File: src/rtl/adc_seq_pkg.sv
package adc_seq_pkg;
    typedef enum logic [1:0] {ST_IDLE, ST_WAKE, ST_CONV} seq_state_t;

    localparam int A_CTRL   = 0;
    localparam int A_MODE   = 1;
    localparam int A_CHEN   = 2;
    localparam int A_CHDIS  = 3;
    localparam int A_CHSTAT = 4;
    localparam int A_STATUS = 5;
    localparam int A_DATA0  = 8;

    localparam int M_TRGEN     = 0;
    localparam int M_TSEL_LSB  = 1;
    localparam int M_RES8      = 4;
    localparam int M_SLEEP     = 5;
    localparam int M_PRESC_LSB = 8;
    localparam int M_SU_LSB    = 16;
endpackage

File: src/rtl/adc_tick_gen.sv
module adc_tick_gen #(
    parameter int PRESC_W = 6
) (
    input  logic               clk,
    input  logic               rst_n,
    input  logic               run,
    input  logic [PRESC_W-1:0] presc,
    output logic               tick
);
    localparam int CW = PRESC_W + 1;

    logic [CW-1:0] cnt;
    logic [CW-1:0] limit;

    assign limit = {presc, 1'b1};
    assign tick  = run && (cnt == limit);

    always_ff @(posedge clk or negedge rst_n) begin
        if (!rst_n)                   cnt <= '0;
        else if (!run || cnt == limit) cnt <= '0;
        else                          cnt <= cnt + 1'b1;
    end
endmodule

File: src/rtl/adc_chan_pick.sv
module adc_chan_pick #(
    parameter int N_CH = 8,
    parameter int CH_W = 3
) (
    input  logic [N_CH-1:0] mask,
    output logic            any,
    output logic [CH_W-1:0] idx
);
    always_comb begin
        idx = '0;
        for (int i = N_CH - 1; i >= 0; i--) begin
            if (mask[i]) idx = CH_W'(i);
        end
    end
    assign any = |mask;
endmodule

File: src/rtl/adc_result_bank.sv
module adc_result_bank #(
    parameter int N_CH   = 8,
    parameter int CH_W   = 3,
    parameter int CODE_W = 10
) (
    input  logic                   clk,
    input  logic                   rst_n,
    input  logic                   wr_en,
    input  logic [CH_W-1:0]        wr_ch,
    input  logic [CODE_W-1:0]      wr_val,
    input  logic                   rd_data,
    input  logic [CH_W-1:0]        rd_ch,
    input  logic                   rd_status,
    output logic [N_CH*CODE_W-1:0] data_flat,
    output logic [N_CH-1:0]        eoc,
    output logic [N_CH-1:0]        ovr
);
    for (genvar g = 0; g < N_CH; g++) begin : g_ch
        logic hit_wr, hit_rd;
        assign hit_wr = wr_en && (wr_ch == CH_W'(g));
        assign hit_rd = rd_data && (rd_ch == CH_W'(g));

        always_ff @(posedge clk or negedge rst_n) begin
            if (!rst_n) begin
                data_flat[g*CODE_W +: CODE_W] <= '0;
                eoc[g] <= 1'b0;
                ovr[g] <= 1'b0;
            end else if (hit_wr) begin
                data_flat[g*CODE_W +: CODE_W] <= wr_val;
                eoc[g] <= 1'b1;
                if (eoc[g] && !hit_rd) ovr[g] <= 1'b1;
                else if (rd_status)    ovr[g] <= 1'b0;
            end else begin
                if (hit_rd)    eoc[g] <= 1'b0;
                if (rd_status) ovr[g] <= 1'b0;
            end
        end
    end
endmodule

File: src/rtl/adc_seq_ctrl.sv
module adc_seq_ctrl
    import adc_seq_pkg::*;
#(
    parameter int N_CH       = 8,
    parameter int CODE_W     = 10,
    parameter int CONV_TICKS = 11,
    parameter int PRESC_W    = 6,
    parameter int SU_W       = 8,
    parameter int TRIG_N     = 4,
    parameter int ADDR_W     = 4,
    parameter int DATA_W     = 32
) (
    input  logic                        clk,
    input  logic                        rst_n,
    input  logic                        bus_wr,
    input  logic                        bus_rd,
    input  logic [ADDR_W-1:0]           bus_addr,
    input  logic [DATA_W-1:0]           bus_wdata,
    output logic [DATA_W-1:0]           bus_rdata,
    input  logic [TRIG_N-1:0]           trig_in,
    input  logic [CODE_W-1:0]           cell_code,
    output logic                        cell_pwr,
    output logic                        cell_req,
    output logic [$clog2(N_CH)-1:0]     cell_chan,
    output logic                        irq
);
    localparam int CH_W   = $clog2(N_CH);
    localparam int CNT_W  = $clog2(CONV_TICKS);
    localparam int TSEL_W = (TRIG_N > 1) ? $clog2(TRIG_N) : 1;
    localparam int SHIFT8 = CODE_W - 8;

    seq_state_t state, state_nx;

    logic                    trg_en, res8, sleep;
    logic [TSEL_W-1:0]       tsel;
    logic [PRESC_W-1:0]      presc;
    logic [SU_W-1:0]         su, su_cnt;
    logic [N_CH-1:0]         chen, seq_mask, rem_mask, eoc, ovr;
    logic [CH_W-1:0]         cur_ch, first_ch, rem_ch, rd_ch;
    logic                    first_any, rem_any;
    logic [CNT_W-1:0]        bit_cnt;
    logic                    trig_q, tick, last_tick, store, accept;
    logic                    sw_start, hw_start, data_hit;
    logic [CODE_W-1:0]       conv_val;
    logic [N_CH*CODE_W-1:0]  data_flat;
    logic                    unused_wdata;
    int                      addr_i;

    assign unused_wdata = ^bus_wdata;
    assign addr_i    = int'(bus_addr);
    assign data_hit  = (addr_i >= A_DATA0) && (addr_i < A_DATA0 + N_CH);
    assign rd_ch     = CH_W'(addr_i - A_DATA0);
    assign sw_start  = bus_wr && (addr_i == A_CTRL) && bus_wdata[0];
    assign hw_start  = trg_en && trig_in[tsel] && !trig_q;
    assign accept    = (state == ST_IDLE) && (sw_start || hw_start) && first_any;
    assign last_tick = tick && (bit_cnt == CNT_W'(CONV_TICKS - 1));
    assign store     = (state == ST_CONV) && last_tick;
    assign rem_mask  = seq_mask & ~(N_CH'(1) << cur_ch);
    assign conv_val  = res8 ? (cell_code >> SHIFT8) : cell_code;

    adc_tick_gen #(.PRESC_W(PRESC_W)) u_tick (
        .clk(clk), .rst_n(rst_n), .run(state != ST_IDLE), .presc(presc), .tick(tick)
    );

    adc_chan_pick #(.N_CH(N_CH), .CH_W(CH_W)) u_pick_first (
        .mask(chen), .any(first_any), .idx(first_ch)
    );

    adc_chan_pick #(.N_CH(N_CH), .CH_W(CH_W)) u_pick_rem (
        .mask(rem_mask), .any(rem_any), .idx(rem_ch)
    );

    adc_result_bank #(.N_CH(N_CH), .CH_W(CH_W), .CODE_W(CODE_W)) u_bank (
        .clk(clk), .rst_n(rst_n),
        .wr_en(store), .wr_ch(cur_ch), .wr_val(conv_val),
        .rd_data(bus_rd && data_hit), .rd_ch(rd_ch),
        .rd_status(bus_rd && (addr_i == A_STATUS)),
        .data_flat(data_flat), .eoc(eoc), .ovr(ovr)
    );

    // next-state logic
    always_comb begin
        state_nx = state;
        unique case (state)
            ST_IDLE: if (accept) state_nx = sleep ? ST_WAKE : ST_CONV;
            ST_WAKE: if (tick && su_cnt == su) state_nx = ST_CONV;
            ST_CONV: if (store && !rem_any) state_nx = ST_IDLE;
            default: state_nx = ST_IDLE;
        endcase
    end

    // state register
    always_ff @(posedge clk or negedge rst_n) begin
        if (!rst_n) state <= ST_IDLE;
        else        state <= state_nx;
    end

    // sequencing counters, channel tracking and configuration
    always_ff @(posedge clk or negedge rst_n) begin
        if (!rst_n) begin
            bit_cnt <= '0; su_cnt <= '0; seq_mask <= '0; cur_ch <= '0; trig_q <= 1'b0;
            trg_en <= 1'b0; tsel <= '0; res8 <= 1'b0; sleep <= 1'b0;
            presc <= '0; su <= '0; chen <= '0;
        end else begin
            trig_q <= trig_in[tsel];
            if (accept) begin
                seq_mask <= chen;
                cur_ch   <= first_ch;
            end else if (store) begin
                seq_mask <= rem_mask;
                cur_ch   <= rem_ch;
            end
            if (state != ST_CONV)   bit_cnt <= '0;
            else if (last_tick)     bit_cnt <= '0;
            else if (tick)          bit_cnt <= bit_cnt + 1'b1;
            if (state != ST_WAKE)   su_cnt <= '0;
            else if (tick)          su_cnt <= su_cnt + 1'b1;
            if (bus_wr) begin
                if (addr_i == A_MODE) begin
                    trg_en <= bus_wdata[M_TRGEN];
                    tsel   <= bus_wdata[M_TSEL_LSB +: TSEL_W];
                    res8   <= bus_wdata[M_RES8];
                    sleep  <= bus_wdata[M_SLEEP];
                    presc  <= bus_wdata[M_PRESC_LSB +: PRESC_W];
                    su     <= bus_wdata[M_SU_LSB +: SU_W];
                end
                if (addr_i == A_CHEN)  chen <= chen | bus_wdata[N_CH-1:0];
                if (addr_i == A_CHDIS) chen <= chen & ~bus_wdata[N_CH-1:0];
            end
        end
    end

    // outputs
    always_comb begin
        cell_pwr  = !sleep || (state != ST_IDLE);
        cell_req  = (state == ST_CONV);
        cell_chan = cur_ch;
        irq       = |eoc;
        bus_rdata = '0;
        if (data_hit) begin
            bus_rdata[CODE_W-1:0] = data_flat[rd_ch*CODE_W +: CODE_W];
        end else if (addr_i == A_MODE) begin
            bus_rdata[M_TRGEN]                  = trg_en;
            bus_rdata[M_TSEL_LSB +: TSEL_W]     = tsel;
            bus_rdata[M_RES8]                   = res8;
            bus_rdata[M_SLEEP]                  = sleep;
            bus_rdata[M_PRESC_LSB +: PRESC_W]   = presc;
            bus_rdata[M_SU_LSB +: SU_W]         = su;
        end else if (addr_i == A_CHSTAT) begin
            bus_rdata[N_CH-1:0] = chen;
        end else if (addr_i == A_STATUS) begin
            bus_rdata[N_CH-1:0]    = eoc;
            bus_rdata[N_CH +: N_CH] = ovr;
        end
    end
endmodule

File: config.mk
export PLATFORM = sky130hd
export DESIGN_NAME = adc_seq_ctrl
export DESIGN_NICKNAME = d
export VERILOG_FILES = /design/src/rtl/adc_seq_pkg.sv /design/src/rtl/adc_tick_gen.sv /design/src/rtl/adc_chan_pick.sv /design/src/rtl/adc_result_bank.sv /design/src/rtl/adc_seq_ctrl.sv
export SDC_FILE = /design/constraint.sdc
export NUM_CORES = 1
export LEC_CHECK = 0
export BUFFER_PORTS_ARGS = -buffer_cell sky130_fd_sc_hd__buf_2
export CORE_MARGIN = 4
export CORE_UTILIZATION = 59
export DETAILED_ROUTE_END_ITERATION = 7
export GPL_TIMING_DRIVEN = 0
export PLACE_DENSITY = 0.81
export RECOVER_POWER = 25
export SETUP_SLACK_MARGIN = 0.15
export SYNTH_ARGS = -nofsm -noshare
export SYNTH_HDL_FRONTEND = slang
export SYNTH_SLANG_ARGS = --single-unit
export TNS_END_PERCENT = 100
File: constraint.sdc
create_clock -name clk -period 2.87 [get_ports clk]
set_input_delay 0.1435 -clock clk [delete_from_list [all_inputs] [get_ports clk]]
set_output_delay 0.1435 -clock clk [all_outputs]
set_load 0.1 [all_outputs]
# ---- Word-level counts from Yosys, hierarchy flattened
# Cells that the tools add are included.
dict set report word_totals {
  register_bits 156
  out_inout_bits 38
  in_bits 54
  elab_cells 246
}
dict set report classes {
  reduce_logical 76
  n_shift 2
  addsub 4
  magnitude_cmp 3
  n_mux 88
  bitwise_logic 5
  n_eq_ne 29
  n_mul 1
}
# cell count
set ops {}
lappend ops {{$shiftx 80x8->10} 1}
lappend ops {{$mux 8} 9}
lappend ops {{$mux 3} 19}
lappend ops {{$mux 1} 42}
lappend ops {{$logic_and 1x1->1} 38}
lappend ops {{$logic_not 32->1} 1}
lappend ops {{$eq 3x3->1 const B} 8}
lappend ops {{$reduce_bool 2->1} 12}
lappend ops {{$reduce_or 8->1} 3}
lappend ops {{$mux 10} 2}
lappend ops {{$and 8x8->8} 2}
lappend ops {{$mux 16} 1}
lappend ops {{$not 8->8} 2}
lappend ops {{$mux 14} 1}
lappend ops {{$mux 2} 7}
lappend ops {{$eq 3x2->1 const B} 4}
lappend ops {{$eq 4x4->1 const B} 3}
lappend ops {{$logic_not 1->1} 12}
lappend ops {{$mux 4} 3}
lappend ops {{$add 8x1->8 const B} 1}
lappend ops {{$eq 4x3->1 const B} 2}
lappend ops {{$eq 8x8->1} 1}
lappend ops {{$or 8x8->8} 1}
lappend ops {{$shl 1x3->8 const A} 1}
lappend ops {{24 further kinds} 32}

# ---- Depth between registers and ports, before layout
# Gate-level depths: netlist of run 1.
dict set report depth {
  ltp_word 13
  ltp_mapped 9
  mapped_depth_nobuf 7
}

# ---- By module
# A second synthesis of run 1 with hierarchy kept.
dict set report unflattened {
  hier_cells 648
  area_unflattened_um2 8282.9
}
# mod seq_area_each_um2 cells_each instances area_each_um2
set modules_own_cells {}
lappend modules_own_cells {adc_seq_ctrl 1326.3 354 1 3846.2}
lappend modules_own_cells {adc_result_bank 2402.3 225 1 3826.2}
lappend modules_own_cells {adc_tick_gen 175.2 43 1 447.9}
lappend modules_own_cells {adc_chan_pick 0.0 13 2 81.3}

# ---- Least setup slack after synthesis of run 1
# Ideal clock, no wire load.
dict set report synth_path {
  kind {input to output}
  startpoint {in bus_addr[2]}
  endpoint {out bus_rdata[8]}
  arrival_ps 3110
  required_ps 2727
  path_slack_ps -383
  stages 4
  path_cell_list {buf_1 -> clkbuf_1 -> mux2i_1 -> o21ai_0}
}
dict set report synth_via {
  elab_chain_len 5
  word_cells_on_any_way 13
  cone_classes {add/sub (1); mul (1); order compare (2); eq/ne (3); shift (1); mux (4); reduce/logical (1)}
}
# item line_no
set synth_rtl {}
lappend synth_rtl {{start, declared} adc_seq_ctrl.sv:17} ;# input logic [ADDR_W-1:0] bus_addr,
lappend synth_rtl {{parallel branches: the longest is 4 deep, another holds $mul 3x3->6} n/a}
lappend synth_rtl {{$mux 10 *} adc_seq_ctrl.sv:140} ;# if (data_hit) begin
lappend synth_rtl {{end, declared} adc_seq_ctrl.sv:19} ;# output logic [DATA_W-1:0] bus_rdata,
# Mark *: on every way between the ends.

# ---- Final worst setup path of run 1
dict set report layout_path {
  startpoint {reg presc[3]}
  endpoint {reg u_bank.data_flat[25]}
}
dict set report layout_via {
  elab_chain_len 5
}
# item line_no
set layout_rtl {}
lappend layout_rtl {{start, declared} adc_seq_ctrl.sv:36} ;# logic [PRESC_W-1:0] presc;
lappend layout_rtl {{start signal, assigned} adc_seq_ctrl.sv:124} ;# presc <= bus_wdata[M_PRESC_LSB +: PRESC_W];
lappend layout_rtl {{$eq 7x7->1} adc_tick_gen.sv:16} ;# assign tick = run && (cnt == limit);
lappend layout_rtl {{$logic_and 1x1->1} adc_tick_gen.sv:16}
lappend layout_rtl {{$logic_and 1x1->1} adc_seq_ctrl.sv:56} ;# assign last_tick = tick && (bit_cnt == CNT_W'(CONV_TICKS - 1));
lappend layout_rtl {{$logic_and 1x1->1} adc_seq_ctrl.sv:57} ;# assign store = (state == ST_CONV) && last_tick;
lappend layout_rtl {{$logic_and 1x1->1} adc_result_bank.sv:20} ;# assign hit_wr = wr_en && (wr_ch == CH_W'(g));
lappend layout_rtl {{end signal, assigned by index} adc_result_bank.sv:29} ;# data_flat[g*CODE_W +: CODE_W] <= wr_val;
lappend layout_rtl {{end, declared} adc_result_bank.sv:14} ;# output logic [N_CH*CODE_W-1:0] data_flat,
# No other way between the ends.
# A chain may end at the register's enable or synchronous reset.

==> run metrics, run 1 <==
status finished with violations; failing checks capacitance limit, slew limit; Tcrit/Tclk final 0.929; GR Util All Layers 0.286; highest-count cells in the layout ignoring fill and taps dfrtp_1, mux2_2, buf_2; RSZ-0062 raised after global routing yes; Critical Path AT 2.97 ns; GR met1 Demand/Resource 0.393; initial core utilization 0.614; Max-Slew Margin vs Limit -0.190; CP max FO 10; vias 5941; async set or reset register ratio after synthesis 1.00; commonest non-fill, non-tap cell in the layout dfrtp_1; Seq/Total Area, Yosys 0.496; final hold vios 0; worst skew pair latency 0.42 ns; Max-Cap Viols 1; Synth Area in Adders 0.00636; area added between synthesis and finish 18.8%; pwr dens 745 mW/mm²; final setup vio count 0; syn_area_per_cell 12.0 µm²; Post-DP HPWL 14.3 mm; Die Footprint 0.0153 mm²; Mapped Cells 656; post-synthesis compound-gate area fraction 0.0900; met2 Use GR 0.467; drt pass-1 iters 7; DRC viols 0; Tmin final 2.67 ns; Post-Route WL 20.8 mm; mux cell area share after synthesis 0.241; CTS H-tree depth 4; Synth Warn # 0; global route overflow 0; first-pass GRT wire length 32.7 mm; clock slew at reported path FFs 0.06 ns; post-layout util 0.729; top cell type's share of synthesized area 0.496; Clock Tree Buf Depth 2; grt met3 use 0.0572; Fin Setup TNS 0 ns; initial antenna violation count 0; FP Rows 41; critical path class flip-flop to flip-flop; Top Usage Layer GRT met2; IO Pins 92; per-cell routed wire length 21.6 µm; flops & latches, synth 156; layout cell share with drive strength beyond 1 0.347; maximum clock frequency 0.375 GHz; Layout Skew 0.00760 ns; root buf cell clkbuf_16; number of distinct library cells after synthesis 64; PortBufs 70; Post-Synth Simple-Gate Area 0.106; Cell Area, Placed 0.00850 mm²; fill count 850; Hold Crit Class input port to flip-flop; xor/xnor share of the synthesized area 0.0267; Die Width 124 µm; Via density 6.18; top_reg_cell synth dfrtp_1; core area 0.0128 mm²; Lkg Pwr 4.17 nW; max-slew violation count 73; TritonCTS sink count 156; DR iter-0 viols 773; antenna-violating nets left 0; gp weighted congestion 0.916; EDFF count, synth 0; startpoint class of the critical path flip-flop; Die H 124 µm; Synth area leader dfrtp_1; Peak supply drop 0.521 mV; actual slew at the worst max-slew pin 1.78 ns; dominant cells by area after synthesis dfrtp_1, mux2_2, mux4_2; Num CTS Buffers 17; Synth Cell Area 0.00787 mm²; TritonCTS clock tree yes; worst path required time 3.17 ns; largest family of logic cells by synthesized area multiplexers; Crit. End Element flip-flop; Power Total 0.00696 W; pin count of the biggest net entering global routing 86; post-route cell area 0.00935 mm²; vias in the first global route 5984; Nets 835
## layer usage
metal	up-vias	share of wire	routed length, µm
li1	2627	-	-
met1	3004	0.41	8530
met2	266	0.50	10400
met3	44	0.066	1370
met4	0	0.023	481
met5	-	0	0
## cells by family after synthesis
family | count (synthesis)
AND/OR/NAND/NOR | 163
adder cells (fa/ha/maj) | 4
flip-flops | 156
XOR/XNOR | 24
AO/OA/AOI/OAI | 105
multiplexers | 146
buffers and inverters | 57
other | 1
## power by group
group / switching (W) / leakage (nW) / internal [W]
registers: 0.000314 / 1.94 / 0.00246
clock network: 0.000924 / 0.291 / 0.00136
logic: 0.00125 / 1.94 / 0.000658
## cells in the mapped netlist, drive strengths merged (12+ instances only)
master	n
mux2	117
clkbuf	20
and2	13
inv	12
mux4	21
nor3	15
buf	25
nand2	51
dfrtp	156
o21ai	23
a21oi	26
nor2	26
xnor2	22
## cell type report
class | instances | area, µm² | share of cell area
Clock buffer | 20 | 467 | 0.0499
Timing Repair Buffer | 95 | 599 | 0.0641
Tap cell | 172 | 215 | 0.0230
Inverter | 12 | 45.0 | 0.00482
Antenna cell | 1 | 2.50 | 0.000268
Clock inverter | 11 | 135 | 0.0145
Sequential cell | 156 | 3900 | 0.418
Buffer | 45 | 235 | 0.0252
Multi-Input combinational cell | 450 | 3750 | 0.401
## path summary, 6_finish.rpt
check                         startpoint                    to  slack (ns)  cells past startpoint
max                             presc[3]  u_bank.data_flat[25]        0.20                      7
min                           trig_in[0]                trig_q        0.08                      2
max reg2reg                     presc[3]  u_bank.data_flat[25]        0.20                      7
min reg2reg                u_bank.ovr[6]         u_bank.ovr[6]        0.49                      2
max in group asynchronous          rst_n  u_bank.data_flat[55]        0.57                      3
min in group asynchronous          rst_n   u_bank.data_flat[0]        0.76                      2
## sequential cells by signal, indices dropped and copies added (netlist names), 3 cells and up, named ones only
signal	cells
bit_cnt	4
cell_chan	3
presc	6
seq_mask	8
su	8
su_cnt	8
u_bank.data_flat	80
u_bank.eoc	8
u_bank.ovr	8
u_tick.cnt	7
## worst max-delay path, stage by stage, from the launching register on
cell     delay [ns]
dfrtp_1        0.43
xnor2_1        0.18
nand4_1        0.37
or3_4          0.55
or3_4          0.39
buf_6          0.15
buf_8          0.16
mux2_4         0.31
## timing repair
item | in CTS | in global routing
setup buffers | 0 | 1
hold buffers | 23 | 0
resized for setup | 7 | 11
endpoints found under the hold margin | 94 | 0
pin swaps | 0 | 0
setup endpoints to repair | 36 | 43
## stage by stage
step           cells  setup slack [ns]  hold slack, ns
6_report         962             0.203          0.0794
5_1_grt          961             0.129          0.0699
4_1_cts          960             0.113          0.0764
3_5_place_dp     906            -0.160           0.214
3_3_place_gp     905            -0.471           0.366
2_1_floorplan    663             0.346          -0.152
Power figures use the tool's default switching activity.
==> run 2, diff against run 1 <==
Settings changed: CORE_ASPECT_RATIO set to 0.8, RECOVER_POWER 25 to unset.
==> run metrics, run 2 (same netlist as run 1, synthesis figures left out) <==
status completed; n_diodes 0 (-1); Crit. End Element flip-flop; worst skew pair latency 0.43 ns (about the same); DRC viols 0 (unchanged); Clock Tree Buf Depth 2 (unchanged); crit-path max cell delay 0.44 ns (-0.11 ns); crit path cell chain inv_1 -> ha_1 -> nand2_1 -> or4_4 -> or3_4 -> or3_1 -> buf_6 -> buf_8 -> mux2_4; worst path required time 3.18 ns (about the same); Post-Route WL 21.2 mm (+1.8%); fin worst setup slack 0.202 ns (-0.00128 ns); PortBufs 70 (unchanged); TritonCTS clock tree yes; drt pass-1 iters 6 (-1); CP max FO 10 (unchanged); root buf cell clkbuf_16; DR iter-0 viols 761 (-1.6%); max-slew violation count 0 (-100%); per-cell routed wire length 22.0 µm (+1.7%); Post-Layout Cell Count 963 (+0.10%); first-pass GRT wire length 33.6 mm (+3.0%); Most flops, register u_bank.data_flat; Via density 6.22 (+0.77%); global route overflow 0 (unchanged); Peak supply drop 0.539 mV (+3.3%); Die Footprint 0.0153 mm² (about the same); TritonCTS sink count 156 (unchanged); critical path class flip-flop to flip-flop; Post-DP HPWL 13.9 mm (-2.9%); Tcrit/Tclk final 0.930 (about the same); Max-Slew Margin vs Limit 0.385 (+0.574); Layout Skew 0.00911 ns (+0.00151 ns); IO Pins 92 (unchanged); Critical Path AT 2.98 ns (about the same); gp weighted congestion 0.889 (-3.0%); initial core utilization 0.607 (-0.00652); GR Util All Layers 0.290 (+0.00369); commonest non-fill, non-tap cell in the layout dfrtp_1; Die H 111 µm (-9.9%); max reg flops 80 (unchanged); Max-Cap Viols 0 (-1); pwr dens 743 mW/mm² (-0.28%); Power Total 0.00693 W (-0.48%); startpoint class of the critical path flip-flop; dpl cells 909 (+0.33%); vias in the first global route 6196 (+3.5%); clock slew at reported path FFs 0.06 ns (about the same); layout cell share with drive strength beyond 1 0.343 (-0.00464); FP Rows 37 (-9.8%); final hold vios 0 (unchanged); maximum clock frequency 0.375 GHz (about the same); Lkg Pwr 4.16 nW (-0.26%); final setup vio count 0 (unchanged); Tmin final 2.67 ns (+0.00128 ns); core area 0.0130 mm² (+1.1%); Cell Area, Placed 0.00850 mm² (about the same); post-layout util 0.720 (-0.00919); vias 5993 (+0.88%); slowest CP cell or4_4; dpl ws -0.154 ns (+0.00532 ns); Num CTS Buffers 17 (unchanged); initial antenna violation count 0 (unchanged); antenna-violating nets left 0 (unchanged); actual slew at the worst max-slew pin 0.916 ns (-0.869 ns); RSZ-0062 raised after global routing no; CTS H-tree depth 4 (unchanged); Hold Crit Class input port to flip-flop; area added between synthesis and finish 18.6%; post-route cell area 0.00933 mm² (-0.20%); pin count of the biggest net entering global routing 94 (+9.3%); Die Width 137 µm (+11%); Nets 834 (-0.12%); highest-count cells in the layout ignoring fill and taps dfrtp_1, mux2_2, buf_2
[run 2: final timing paths]
| kind | from | to | slack (ns) | cells past startpoint |
|---|---|---|---|---|
| worst max-delay path | bit_cnt[0] | u_bank.data_flat[23] | 0.20 | 9 |
| worst min-delay path | trig_in[2] | trig_q | 0.10 | 2 |
| worst max register to register | bit_cnt[0] | u_bank.data_flat[23] | 0.20 | 9 |
| worst min register to register | u_bank.ovr[6] | u_bank.ovr[6] | 0.49 | 2 |
| max in group asynchronous | rst_n | seq_mask[6] | 1.74 | 3 |
| min in group asynchronous | rst_n | u_bank.data_flat[75] | 0.26 | 2 |
[run 2: what timing repair did]
action,4_1_cts,5_1_grt
buffers inserted,0,0
pin swaps,0,0
hold endpoints to repair,87,0
setup endpoints to repair,32,50
gates resized for setup,5,11
hold buffers,23,0
[run 2: metal layers]
metal | share of wire | track usage | vias to the layer above | routed length, µm
met5 | 0 | 0 | - | 0
met2 | 0.48 | 0.447 | 305 | 10100
li1 | - | - | 2620 | -
met3 | 0.076 | 0.0858 | 59 | 1610
met4 | 0.034 | 0.111 | 0 | 711
met1 | 0.41 | 0.391 | 3009 | 8790
[run 2: power by group]
group          internal (W)  switching (W)  total [W]
clock               0.00132       0.000919    0.00224
sequential          0.00246       0.000322    0.00278
combinational      0.000658        0.00125    0.00191
total               0.00444        0.00250    0.00693
[run 2: area by class of cell]
| class | instances | area, µm² |
|---|---|---|
| timing repair buffer | 94 | 614 |
| buffer | 45 | 235 |
| clock buffer | 20 | 457 |
| sequential | 156 | 3900 |
| fill | 866 | 3630 |
| inverter | 12 | 45.0 |
| tap | 175 | 219 |
| multi-input combinational | 450 | 3740 |
| clock inverter | 11 | 120 |
[run 2: through the flow]
step | hold slack [ns] | setup TNS (ns)
after floorplan | -0.152 | 0
after CTS | 0.0778 | 0
after global routing | 0.0932 | 0
after global placement | 0.343 | -72.14
final | 0.102 | 0
after detailed placement | 0.164 | -0.168
[run 2: worst max-delay path: cells and delay by family, from the launching register on]
kind,cells,cell delay (ns)
buf+inv,3,0.39
simple gates,4,1.28
mux,1,0.31
flops,1,0.42
fa+ha+maj,1,0.14
